**src/rtl/vc_alloc_recovery.sv**
```systemverilog
module vc_alloc_recovery #(
  parameter int NIN = 4,
  parameter int NVC = 4,
  parameter int WAIT_LIMIT = 32,
  parameter int VW = $clog2(NVC)
) (
  input  logic              clk,
  input  logic              rst_n,
  input  logic [NIN-1:0]    head_req,
  input  logic [NIN-1:0]    buf_nonempty,
  input  logic [NIN-1:0]    fwd,
  input  logic [NIN-1:0]    fwd_tail,
  output logic [NIN-1:0]    alloc_valid,
  output logic [NIN*VW-1:0] alloc_vc,
  output logic [NIN-1:0]    xy_route,
  output logic [NVC-1:0]    vc_busy
);
  localparam int IW = $clog2(NIN);
  localparam int CW = $clog2(WAIT_LIMIT + 1);
  localparam int ESC = NVC - 1;
  localparam logic [CW-1:0] LIM = CW'(WAIT_LIMIT);

  logic [NIN-1:0] held_q, dl_q;
  logic [VW-1:0]  vc_q  [NIN];
  logic [CW-1:0]  cnt_q [NIN];
  logic [NVC-1:0] busy_q, busy_d;
  logic [IW-1:0]  ptr_q;

  logic [NIN-1:0] dl_now, rel, cand, esc_cand;
  logic           free_ok, pick_ok, esc_ok;
  logic [VW-1:0]  free_idx;
  logic [IW-1:0]  pick_idx, esc_idx;
  logic           ngrant;

  always_comb begin
    for (int i = 0; i < NIN; i++) begin
      dl_now[i] = buf_nonempty[i] & ~fwd[i] & (cnt_q[i] == LIM) & ~dl_q[i];
      rel[i]    = fwd[i] & fwd_tail[i] & held_q[i];
    end
  end

  assign cand     = head_req & ~held_q & ~dl_q & ~dl_now;
  assign esc_cand = dl_q & ~held_q;

  always_comb begin
    free_ok = 1'b0;
    free_idx = '0;
    for (int v = 0; v < ESC; v++)
      if (!free_ok && !busy_q[v]) begin
        free_ok = 1'b1;
        free_idx = VW'(v);
      end
  end

  always_comb begin
    pick_ok = 1'b0;
    pick_idx = '0;
    for (int k = 0; k < NIN; k++)
      if (!pick_ok && cand[(int'(ptr_q) + k) % NIN]) begin
        pick_ok = 1'b1;
        pick_idx = IW'((int'(ptr_q) + k) % NIN);
      end
  end

  always_comb begin
    esc_ok = 1'b0;
    esc_idx = '0;
    for (int i = 0; i < NIN; i++)
      if (!esc_ok && esc_cand[i]) begin
        esc_ok = 1'b1;
        esc_idx = IW'(i);
      end
    esc_ok = esc_ok & ~busy_q[ESC];
  end

  assign ngrant = pick_ok & free_ok;

  always_comb begin
    busy_d = busy_q;
    for (int i = 0; i < NIN; i++)
      if (held_q[i] && (rel[i] || dl_now[i])) busy_d[vc_q[i]] = 1'b0;
    if (ngrant) busy_d[free_idx] = 1'b1;
    if (esc_ok) busy_d[ESC] = 1'b1;
  end

  always_ff @(posedge clk) begin
    if (!rst_n) begin
      held_q <= '0;
      dl_q   <= '0;
      busy_q <= '0;
      ptr_q  <= '0;
      for (int i = 0; i < NIN; i++) begin
        vc_q[i]  <= '0;
        cnt_q[i] <= '0;
      end
    end else begin
      busy_q <= busy_d;
      if (ngrant) ptr_q <= IW'((int'(pick_idx) + 1) % NIN);
      for (int i = 0; i < NIN; i++) begin
        if (!buf_nonempty[i] || fwd[i]) cnt_q[i] <= '0;
        else if (cnt_q[i] != LIM) cnt_q[i] <= cnt_q[i] + 1'b1;

        if (rel[i]) dl_q[i] <= 1'b0;
        else if (dl_now[i]) dl_q[i] <= 1'b1;

        if (rel[i] || dl_now[i]) held_q[i] <= 1'b0;
        else if (ngrant && pick_idx == IW'(i)) begin
          held_q[i] <= 1'b1;
          vc_q[i]   <= free_idx;
        end else if (esc_ok && esc_idx == IW'(i)) begin
          held_q[i] <= 1'b1;
          vc_q[i]   <= VW'(ESC);
        end
      end
    end
  end

  assign alloc_valid = held_q;
  assign xy_route    = dl_q;
  assign vc_busy     = busy_q;

  for (genvar g = 0; g < NIN; g++) begin : g_out
    assign alloc_vc[g*VW +: VW] = vc_q[g];

    p_esc_only_flagged_r4: assert property (@(posedge clk) disable iff (!rst_n)
      (held_q[g] && vc_q[g] == VW'(ESC)) |-> dl_q[g]);
    p_release_on_flag_r6: assert property (@(posedge clk) disable iff (!rst_n)
      $rose(dl_q[g]) |-> !held_q[g]);
    p_flag_after_stall_r5: assert property (@(posedge clk) disable iff (!rst_n)
      $rose(dl_q[g]) |-> $past(buf_nonempty[g] && !fwd[g]));
    p_tail_frees_r9: assert property (@(posedge clk) disable iff (!rst_n)
      (fwd[g] && fwd_tail[g] && held_q[g]) |=> (!held_q[g] && !dl_q[g]));
    p_esc_busy_waits_r8: assert property (@(posedge clk) disable iff (!rst_n)
      (dl_q[g] && !held_q[g] && busy_q[ESC]) |=> !held_q[g]);
  end

  p_busy_matches_holders_r2: assert property (@(posedge clk) disable iff (!rst_n)
    $countones(busy_q) == $countones(held_q));
endmodule

```
**config.mk**
```make
export PLATFORM = sky130hd
export DESIGN_NAME = vc_alloc_recovery
export DESIGN_NICKNAME = d
export VERILOG_FILES = /design/src/rtl/vc_alloc_recovery.sv
export SDC_FILE = /design/constraint.sdc
export NUM_CORES = 1
export LEC_CHECK = 0
export BUFFER_PORTS_ARGS = -buffer_cell sky130_fd_sc_hd__buf_4
export CORE_ASPECT_RATIO = 0.5
export CORE_MARGIN = 2
export CORE_UTILIZATION = 60
export CTS_BUF_LIST = sky130_fd_sc_hd__clkbuf_4
export DETAILED_ROUTE_END_ITERATION = 6
export PLACE_DENSITY_LB_ADDON = 0.12
export SETUP_SLACK_MARGIN = 0.05
export SLEW_MARGIN = 20
export SYNTH_ARGS = -nofsm -noshare
export SYNTH_HDL_FRONTEND = slang
export SYNTH_SLANG_ARGS = --single-unit
```
**constraint.sdc**
```tcl
create_clock -name clk -period 3 [get_ports clk]
set_input_delay 0.3 -clock clk [delete_from_list [all_inputs] [get_ports clk]]
set_output_delay 0.3 -clock clk [all_outputs]
set_load 0.02 [all_outputs]
```
# After elaboration in Yosys (flattened, before gate mapping)
# Memories as Yosys holds them, arrays and structs flattened.
# Cells that the tools add are included.
# word_totals
reg_bits	14
ram_bits	32
out_inout_bits	20
n_memories	2
# memory_table
name	depth	word_bits	rd	rd_clocked_by_memory_dff	wr	line_no	text
cnt_q	4	6	4	0	4	25	logic [CW-1:0] cnt_q [NIN];
vc_q	4	2	4	0	4	24	logic [VW-1:0] vc_q [NIN];
# op_classes
add_sub_neg	8
magnitude_cmp	14
eq_ne	14
mux	136
n_bitwise	67
n_reduce_logical	63
# ops
operator	count
$mux W1	99
$mux W6	8
$and A4 B4 Y4	8
$mux W2	15
$not A4 Y4	7
$logic_and A1 B1 Y1	25
$add A6 B1 Y6 const B	4
$eq A6 B6 Y1 const B	4
$ne A6 B6 Y1 const B	4
$and A1 B1 Y1	22
$reduce_or A2 Y1	11
$mux W4	5
$lt A2 B3 Y1 const B	6
$or A1 B1 Y1	16
$logic_not A1 Y1	13
$lt A3 B4 Y1 const B	3
$demux W1 S2	5
$ge A2 B1 Y1 const B	5
$not A1 Y1	10
$bmux W1 S2	4
$eq A2 B2 Y1 const B	4
$logic_or A1 B1 Y1	8
$reduce_bool A2 Y1	4
$add A2 B1 Y2 const B	2
other kinds (5)	10

# Depth between registers and ports, before layout
# Gate-level depths: netlist of run 1.
# depth
ltp_word	26
ltp_mapped	11

# Worst setup path after synthesis of run 1
# No wires, ideal clock.
# synth_timing
kind	register to register
start	memory cnt_q[0][0] (netlist name)
end	memory vc_q[3][0] (netlist name), enable pin
setup_ns	0.327
arrival_ns	2.341
path_slack_ns	0.332
path_stages_with_launch	12
path_cell_list	edfxtp_1 inv_1 ha_1 or4b_1 buf_2 o21a_1 a21boi_0 o21ai_0 a21oi_1 ha_1 a21oi_1 o21ai_0
# synth_lines
item	line_no
start, declared	25
end, declared	24

==> out/metrics.csv, run 1 <==
stage,metric,value,unit
outcome,status,"finished, final reports clean",
clock_tree,clock-pin slew on the worst setup and hold paths,0.13,ns
drt,DRC Markers,0,
worst_hold_path,worst min path class,in2reg,
sta,final worst path period share,91.9,%
place,placed insts,396,
place,PortBufs,37,
critical_path,Worst R2R End,vc_q[1][1]$_SDFFCE_PN0P_,
clock_tree,CTS root buffer,clkbuf_4,
global_route,GRT Total Usage,23.9,%
synth,Post-synth ARST share,0,%
clock_tree,Post-CTS Setup Inserts,0,
final_layout,# diodes,0,
global_route,global route overflow,0,
final_layout,footprint of the multi-input gates,1520,µm²
drt,DRT Pass-1 Iters,4,
sta,Slew @ Worst Pin,0.571,ns
drt,WL/cell,15.0,µm
global_route,first-pass GRT wire length,9720,µm
synth,Synth area leader,edfxtp_1,
synth,XOR/XNOR share of the synthesized area,4.88,%
critical_path,Reg2Reg Setup Slack,0.24,ns
drt,Via density,5.87,
critical_path,CP endpoint,vc_q[1][1]$_SDFFCE_PN0P_,
critical_path,CP required,3.11,ns
place,Final Wtd Congestion,0.882,
clock_tree,Worst-Skew Late Latency,0.37,ns
critical_path,reg2reg start,cnt_q[0][0]$_SDFFCE_PN0P_,
flow_run,# Max-Cap Violations,0,
sta,Slew Limit Fails,0,
critical_path,CP Launch Point,cnt_q[0][0]$_SDFFCE_PN0P_,
critical_path,Crit Path Category,reg2reg,
sta,Relative slew margins,61.8,%
drt,post-route ant nets,0,
synth,"Cell Area, Synth",2870,µm²
final_layout,final net count,367,
critical_path,CP arrival,2.86,ns
sta,RSZ-0062 raised after global routing,false,
clock_tree,htree depth,2,
synth,yosys synthesis warning count,0,
die,Initial Utilization,63.7,%
die,Die Area,5390,µm²
sta,fmax,0.363,GHz
synth,"count leader, synth",nor2_1,
critical_path,reg2reg path depth,10,
synth,Main synth FF type,edfxtp_1,
final_layout,synthesis-to-layout area growth,14.6,%
synth,main combinational cell family by area after synthesis,simple AND/OR/NAND/NOR gates,
final_layout,Fill cells,354,
synth,Synth Net Count,327,
synth,Synth Area in Simple Gates,25.4,%
synth,number of enable flip-flop cells after synthesis,32,
synth,"top cells by area, synth","edfxtp_1 33%, dfxtp_1 9.8%, ha_1 5.2%",
critical_path,kind of end point of the critical path,flop,
clock_tree,clock tree from TritonCTS,yes,
synth,Commonest cells post-synth,"36 x nor2_1, 32 x edfxtp_1, 26 x nand3_1",
worst_hold_path,Hold Crit Start,fwd_tail[0],
global_route,largest net degree at the start of global routing,29,
final_layout,final cell count without fillers,404,
synth,"Distinct cells, synth",62,
synth,complex-gate fraction of the synthesized area,16.0,%
final_layout,layout cells sized above 1,19.5,%
clock_tree,clock tree sinks,46,
die,num rows,17,
pwr,VDD IR max,0.311,mV
synth,sequential share of the synthesized area,43.2,%
die,Die H,52.9,µm
sta,"Hold Violations, Final",0,
die,Top Ports,38,
drt,via count,2372,
synth,gate count after technology mapping,297,
synth,syn_area_per_cell,9.67,µm²
synth,adder-cell area share of the yosys netlist,5.23,%
drt,drt initial violations,143,
sta,setup TNS,0,ns
sta,Tmin final,2.76,ns
die,Core Box Area,4510,µm²
drt,drt total wl,6050,µm
synth,mux cell area share after synthesis,1.05,%
synth,synthesized flop and latch total,46,
critical_path,Startpoint Class,flop,
place,post-DP HPWL,4570,µm
global_route,initial antenna violation count,0,
pwr,Leak,1.31,nW
critical_path,CP max FO,4,
final_layout,sequential cell area,1240,µm²
sta,Final Setup Violations,0,
clock_tree,Clock Path Buffers,2,
die,Die W,102,µm
sta,clock skew,0.0124,ns
worst_hold_path,Hold Path Depth,3,
pwr,Pwr Density,534,nW/µm²
clock_tree,TritonCTS buffer count,5,
global_route,vias in the first global route,2131,
synth,top-area cell type share of the netlist area,33.5,%
worst max-delay path: stages, from the launching register on:
cell	delay [ns]
edfxtp_1	0.45
inv_1	0.08
ha_1	0.13
or4b_1	0.47
o21a_1	0.25
a21boi_0	0.17
o21ai_0	0.14
a21o_1	0.23
ha_1	0.24
a21oi_1	0.19
o21ai_0	0.15
layer usage:
metal,track usage [%],wire length [µm]
met1,30.2,2700
met2,40.9,2870
met3,5.02,368
met4,9.11,107
met5,0,0
stage by stage:
step | hold WS (ns) | area, µm² | total power [mW] | worst slack, ns | util (%)
finish | 0.272 | 3290 | 1.76 | 0.243 | 73.0
global route | 0.306 | 3290 | 1.84 | 0.0505 | 73.0
CTS | 0.268 | 3280 | 1.75 | 0.129 | 72.8
detailed placement | 0.507 | 3210 | 1.37 | 0.147 | 71.1
global placement | 0.513 | 3210 | 1.35 | 0.286 | 71.1
floorplan | 0.524 | 2870 | 1.19 | 0.332 | -
how the worst min path moves through the flow:
stage	slack (ns)	end
after floorplan	0.52	ptr_q[0]$_SDFFE_PN0N_
after global placement	0.51	vc_busy[0]$_SDFF_PN0_
after detailed placement	0.51	vc_busy[0]$_SDFF_PN0_
after CTS	0.27	xy_route[0]$_SDFFE_PP0P_
after global routing	0.31	xy_route[3]$_SDFFE_PP0P_
final	0.27	xy_route[0]$_SDFFE_PP0P_
power by group:
part	switching, mW	internal (mW)
Clock	0.198	0.183
Combinational	0.322	0.224
Sequential	0.0868	0.744
cell families (layout without fill, tap and decap cells):
| family | after synthesis | after routing |
|---|---|---|
| AO/OA/AOI/OAI | 61 | 61 |
| multiplexers | 3 | 3 |
| AND/OR/NAND/NOR | 131 | 131 |
| XOR/XNOR | 16 | 16 |
| adder cells (fa/ha/maj) | 12 | 12 |
| flip-flops | 46 | 46 |
| buffers and inverters | 28 | 69 |
cell usage in the layout, fill, tap and decap left out, drive strengths merged, types with 12 or more instances in the layout:
| cell | netlist | routed |
|---|---|---|
| o21ai | 14 | 14 |
| dfxtp | 14 | 14 |
| ha | 12 | 12 |
| nand3 | 26 | 26 |
| inv | 23 | 23 |
| edfxtp | 32 | 32 |
| buf | 2 | 38 |
| nor2 | 36 | 36 |
| a21oi | 19 | 19 |
| nand2 | 20 | 20 |
cell type report:
cell class	instances	area share, %
inverter	23	2.62
clock buffer	6	1.37
timing repair buffer	38	8.67
multi-input combinational	223	46.1
sequential	46	37.7
tap	66	2.51
clock inverter	2	1.03
state kept, by name, summed over array words and instances, names as in the netlist:
register and count:
alloc_valid 4, vc_q 8, vc_busy 4, cnt_q 24, xy_route 4, ptr_q 2
repair_timing:
item,in CTS,in global routing
endpoints found under the setup margin,0,6
hold endpoints to repair,0,0
hold buffers,0,0
gates resized for setup,0,4
Note: power is estimated with default switching activity, not from simulation.
==> inputs of run 2 (changes only) <==
CORE_MARGIN = 5   (was 2)
CORE_UTILIZATION = 40   (was 60)
==> run 2 against run 1 <==
Effect of this change: cell count up 6.9%; worst setup slack got worse by 0.024 ns; worst hold slack gained 0.0042 ns; routed wire length is 4.3% higher; critical path type unchanged; largest power group unchanged; highest routed layer unchanged.
==> out/metrics.csv, run 2 (synthesized netlist as in run 1, its figures left out) <==
stage,metric,value,unit,change
clock_tree,CTS Hold Bufs,0,,unchanged
place,Area after DPL,3240,µm²,was 3210 µm²
drt,via count,2294,,was 2372
flow_run,# Max-Cap Violations,0,,unchanged
critical_path,Reg2Reg Setup Slack,0.22,ns,was 0.24 ns
sta,clock skew,0.0122,ns,was 0.0124 ns
pwr,Power Total,1.70,mW,was 1.76 mW
worst_hold_path,hold endpoint,xy_route[0]$_SDFFE_PP0P_,,unchanged
global_route,first-pass GRT wire length,10600,µm,was 9720 µm
critical_path,Worst R2R End,vc_q[3][1]$_SDFFCE_PP1P_,,was vc_q[1][1]$_SDFFCE_PN0P_
critical_path,CP required,3.08,ns,was 3.11 ns
sta,fmax,0.360,GHz,was 0.363 GHz
die,Die H,69.9,µm,was 52.9 µm
clock_tree,clock-pin slew on the worst setup and hold paths,0.14,ns,was 0.13 ns
critical_path,CP max FO,4,,unchanged
final_layout,most frequent cells in the layout,"40 x buf_4, 36 x nor2_1, 32 x edfxtp_1, 26 x nand3_1, 23 x inv_1",,"was 38 x buf_4, 36 x nor2_1, 32 x edfxtp_1, 26 x nand3_1, 23 x inv_1"
global_route,vias in the first global route,2257,,was 2131
drt,DR WL met2,3010,µm,was 2870 µm
sta,RSZ-0062 raised after global routing,true,,was false
drt,WL/cell,14.6,µm,was 15.0 µm
sta,setup TNS,0,ns,unchanged
sta,Slew Limit Fails,0,,unchanged
clock_tree,Worst-Skew Late Latency,0.36,ns,was 0.37 ns
clock_tree,TritonCTS buffer count,5,,unchanged
clock_tree,CTS root buffer,clkbuf_4,,unchanged
pwr,Pwr Density,511,nW/µm²,was 534 nW/µm²
drt,met3 WL,220,µm,was 368 µm
final_layout,layout cells sized above 1,20.0,%,was 19.5%
critical_path,Startpoint Class,flop,,unchanged
final_layout,"commonest non-fill, non-tap cell in the layout",buf_4,,unchanged
drt,drt total wl,6310,µm,was 6050 µm
global_route,global route overflow,0,,unchanged
sta,Tmin final,2.78,ns,was 2.76 ns
pwr,VDD IR max,0.170,mV,was 0.311 mV
sta,Slew @ Worst Pin,0.575,ns,was 0.571 ns
critical_path,Crit Path Category,reg2reg,,unchanged
clock_tree,clock tree sinks,46,,unchanged
pwr,Leak,1.32,nW,was 1.31 nW
clock_tree,Clock Path Buffers,2,,unchanged
drt,top sig layer,met4,,unchanged
sta,Final Setup Violations,0,,unchanged
critical_path,reg2reg start,cnt_q[0][0]$_SDFFCE_PN0P_,,unchanged
final_layout,number of flip-flops in the largest register,24,,unchanged
place,Post-Place Worst Slack,0.133,ns,was 0.147 ns
sta,worst setup slack after layout,0.218,ns,was 0.243 ns
drt,Via density,5.31,,was 5.87
final_layout,Biggest register,cnt_q,,unchanged
critical_path,CP arrival,2.86,ns,about the same
final_layout,final cell count without fillers,432,,was 404
drt,DRC Markers,0,,unchanged
worst_hold_path,worst min path class,in2reg,,unchanged
final_layout,"Design Area, Final",3320,µm²,was 3290 µm²
die,Core Box Area,6830,µm²,was 4510 µm²
global_route,largest net degree at the start of global routing,29,,unchanged
final_layout,# diodes,0,,unchanged
critical_path,reg2reg path depth,10,,unchanged
die,num rows,21,,was 17
die,Top Ports,38,,unchanged
worst_hold_path,Hold Path Depth,3,,unchanged
die,Initial Utilization,42.0,%,was 63.7%
clock_tree,clock tree from TritonCTS,yes,,unchanged
critical_path,kind of end point of the critical path,flop,,unchanged
place,Final Wtd Congestion,0.808,,was 0.882
drt,DRT Pass-1 Iters,4,,unchanged
die,Die Area,9080,µm²,was 5390 µm²
final_layout,final net count,369,,was 367
global_route,initial antenna violation count,0,,unchanged
sta,Relative slew margins,61.5,%,was 61.8%
outcome,status,"finished, final reports clean",,unchanged
final_layout,synthesis-to-layout area growth,15.5,%,was 14.6%
clock_tree,htree depth,2,,unchanged
drt,DRT met1 WL,3040,µm,was 2700 µm
drt,post-route ant nets,0,,unchanged
sta,"Hold Violations, Final",0,,unchanged
place,post-DP HPWL,4810,µm,was 4570 µm
die,Die W,130,µm,was 102 µm
final_layout,Largest regs,"cnt_q: 24 flops, vc_q: 8 flops",,unchanged
global_route,GRT Total Usage,14.4,%,was 23.9%
place,PortBufs,37,,unchanged
place,placed insts,422,,was 396
drt,drt initial violations,104,,was 143
sta,final worst path period share,92.7,%,was 91.9%
worst_hold_path,Hold Crit Start,fwd_tail[0],,unchanged
run 2: cell types whose count changed in the layout (fill, tap and decap cells not counted):
| cell | delta |
|---|---|
| ha_2 | -1 |
| ha_1 | +1 |
| clkinv_1 | -1 |
| bufinv_16 | -1 |
| buf_4 | +2 |
| clkbuf_4 | +2 |
run 2: worst max-delay path by stage:
stage	start	slack (ns)	end
finish	cnt_q[0][0]$_SDFFCE_PN0P_	0.22	vc_q[3][1]$_SDFFCE_PP1P_
global route	cnt_q[0][0]$_SDFFCE_PN0P_	0.04	vc_q[3][1]$_SDFFCE_PP1P_
CTS	cnt_q[1][3]$_SDFFCE_PN0P_	0.12	vc_q[2][1]$_SDFFCE_PN0P_
detailed placement	cnt_q[1][3]$_SDFFCE_PN0P_	0.13	vc_q[2][1]$_SDFFCE_PN0P_
global placement	cnt_q[1][3]$_SDFFCE_PN0P_	0.24	vc_q[3][1]$_SDFFCE_PP1P_
floorplan	cnt_q[0][0]$_SDFFCE_PN0P_	0.33	vc_q[3][0]$_SDFFCE_PP1P_
run 2: through the flow:
stage	hold slack, ns	utilization (%)
floorplan	0.524	-
finish	0.276	48.6
CTS	0.262	48.3
global route	0.276	48.6
detailed placement	0.541	47.4
global placement	0.528	47.4
run 2: routing by layer:
layer	vias up	GRT usage, %
li1	1170	-
met1	1091	18.6
met2	29	24.0
met3	4	3.88
met4	0	3.23
met5	-	0
run 2: worst max-delay path: stages (launching register included):
cell and delay (ns):
edfxtp_1 0.45, inv_1 0.08, ha_1 0.13, or4b_1 0.47
o21a_1 0.24, a21boi_0 0.18, o21ai_0 0.12, a21oi_1 0.23
ha_1 0.26, a21oi_1 0.10, o21ai_1 0.22
run 2: power by group:
group	leakage, nW	internal (mW)	total (mW)	switching (mW)
combinational	0.788	0.228	0.540	0.312
clock	0.0368	0.121	0.325	0.204
sequential	0.494	0.744	0.830	0.0863
total	1.32	1.09	1.70	0.603
run 2: cell type report:
type / instances / area [µm²]
tap: 92 / 115
timing repair buffer: 40 / 300
inverter: 23 / 86.3
sequential: 46 / 1240
multi-input combinational: 223 / 1510
clock buffer: 8 / 60.1
fill: 669 / 3510
run 2: timing repair:
action	4_1_cts	5_1_grt
endpoints found under the setup margin	0	4
gates resized for setup	0	3
buffers inserted	0	2
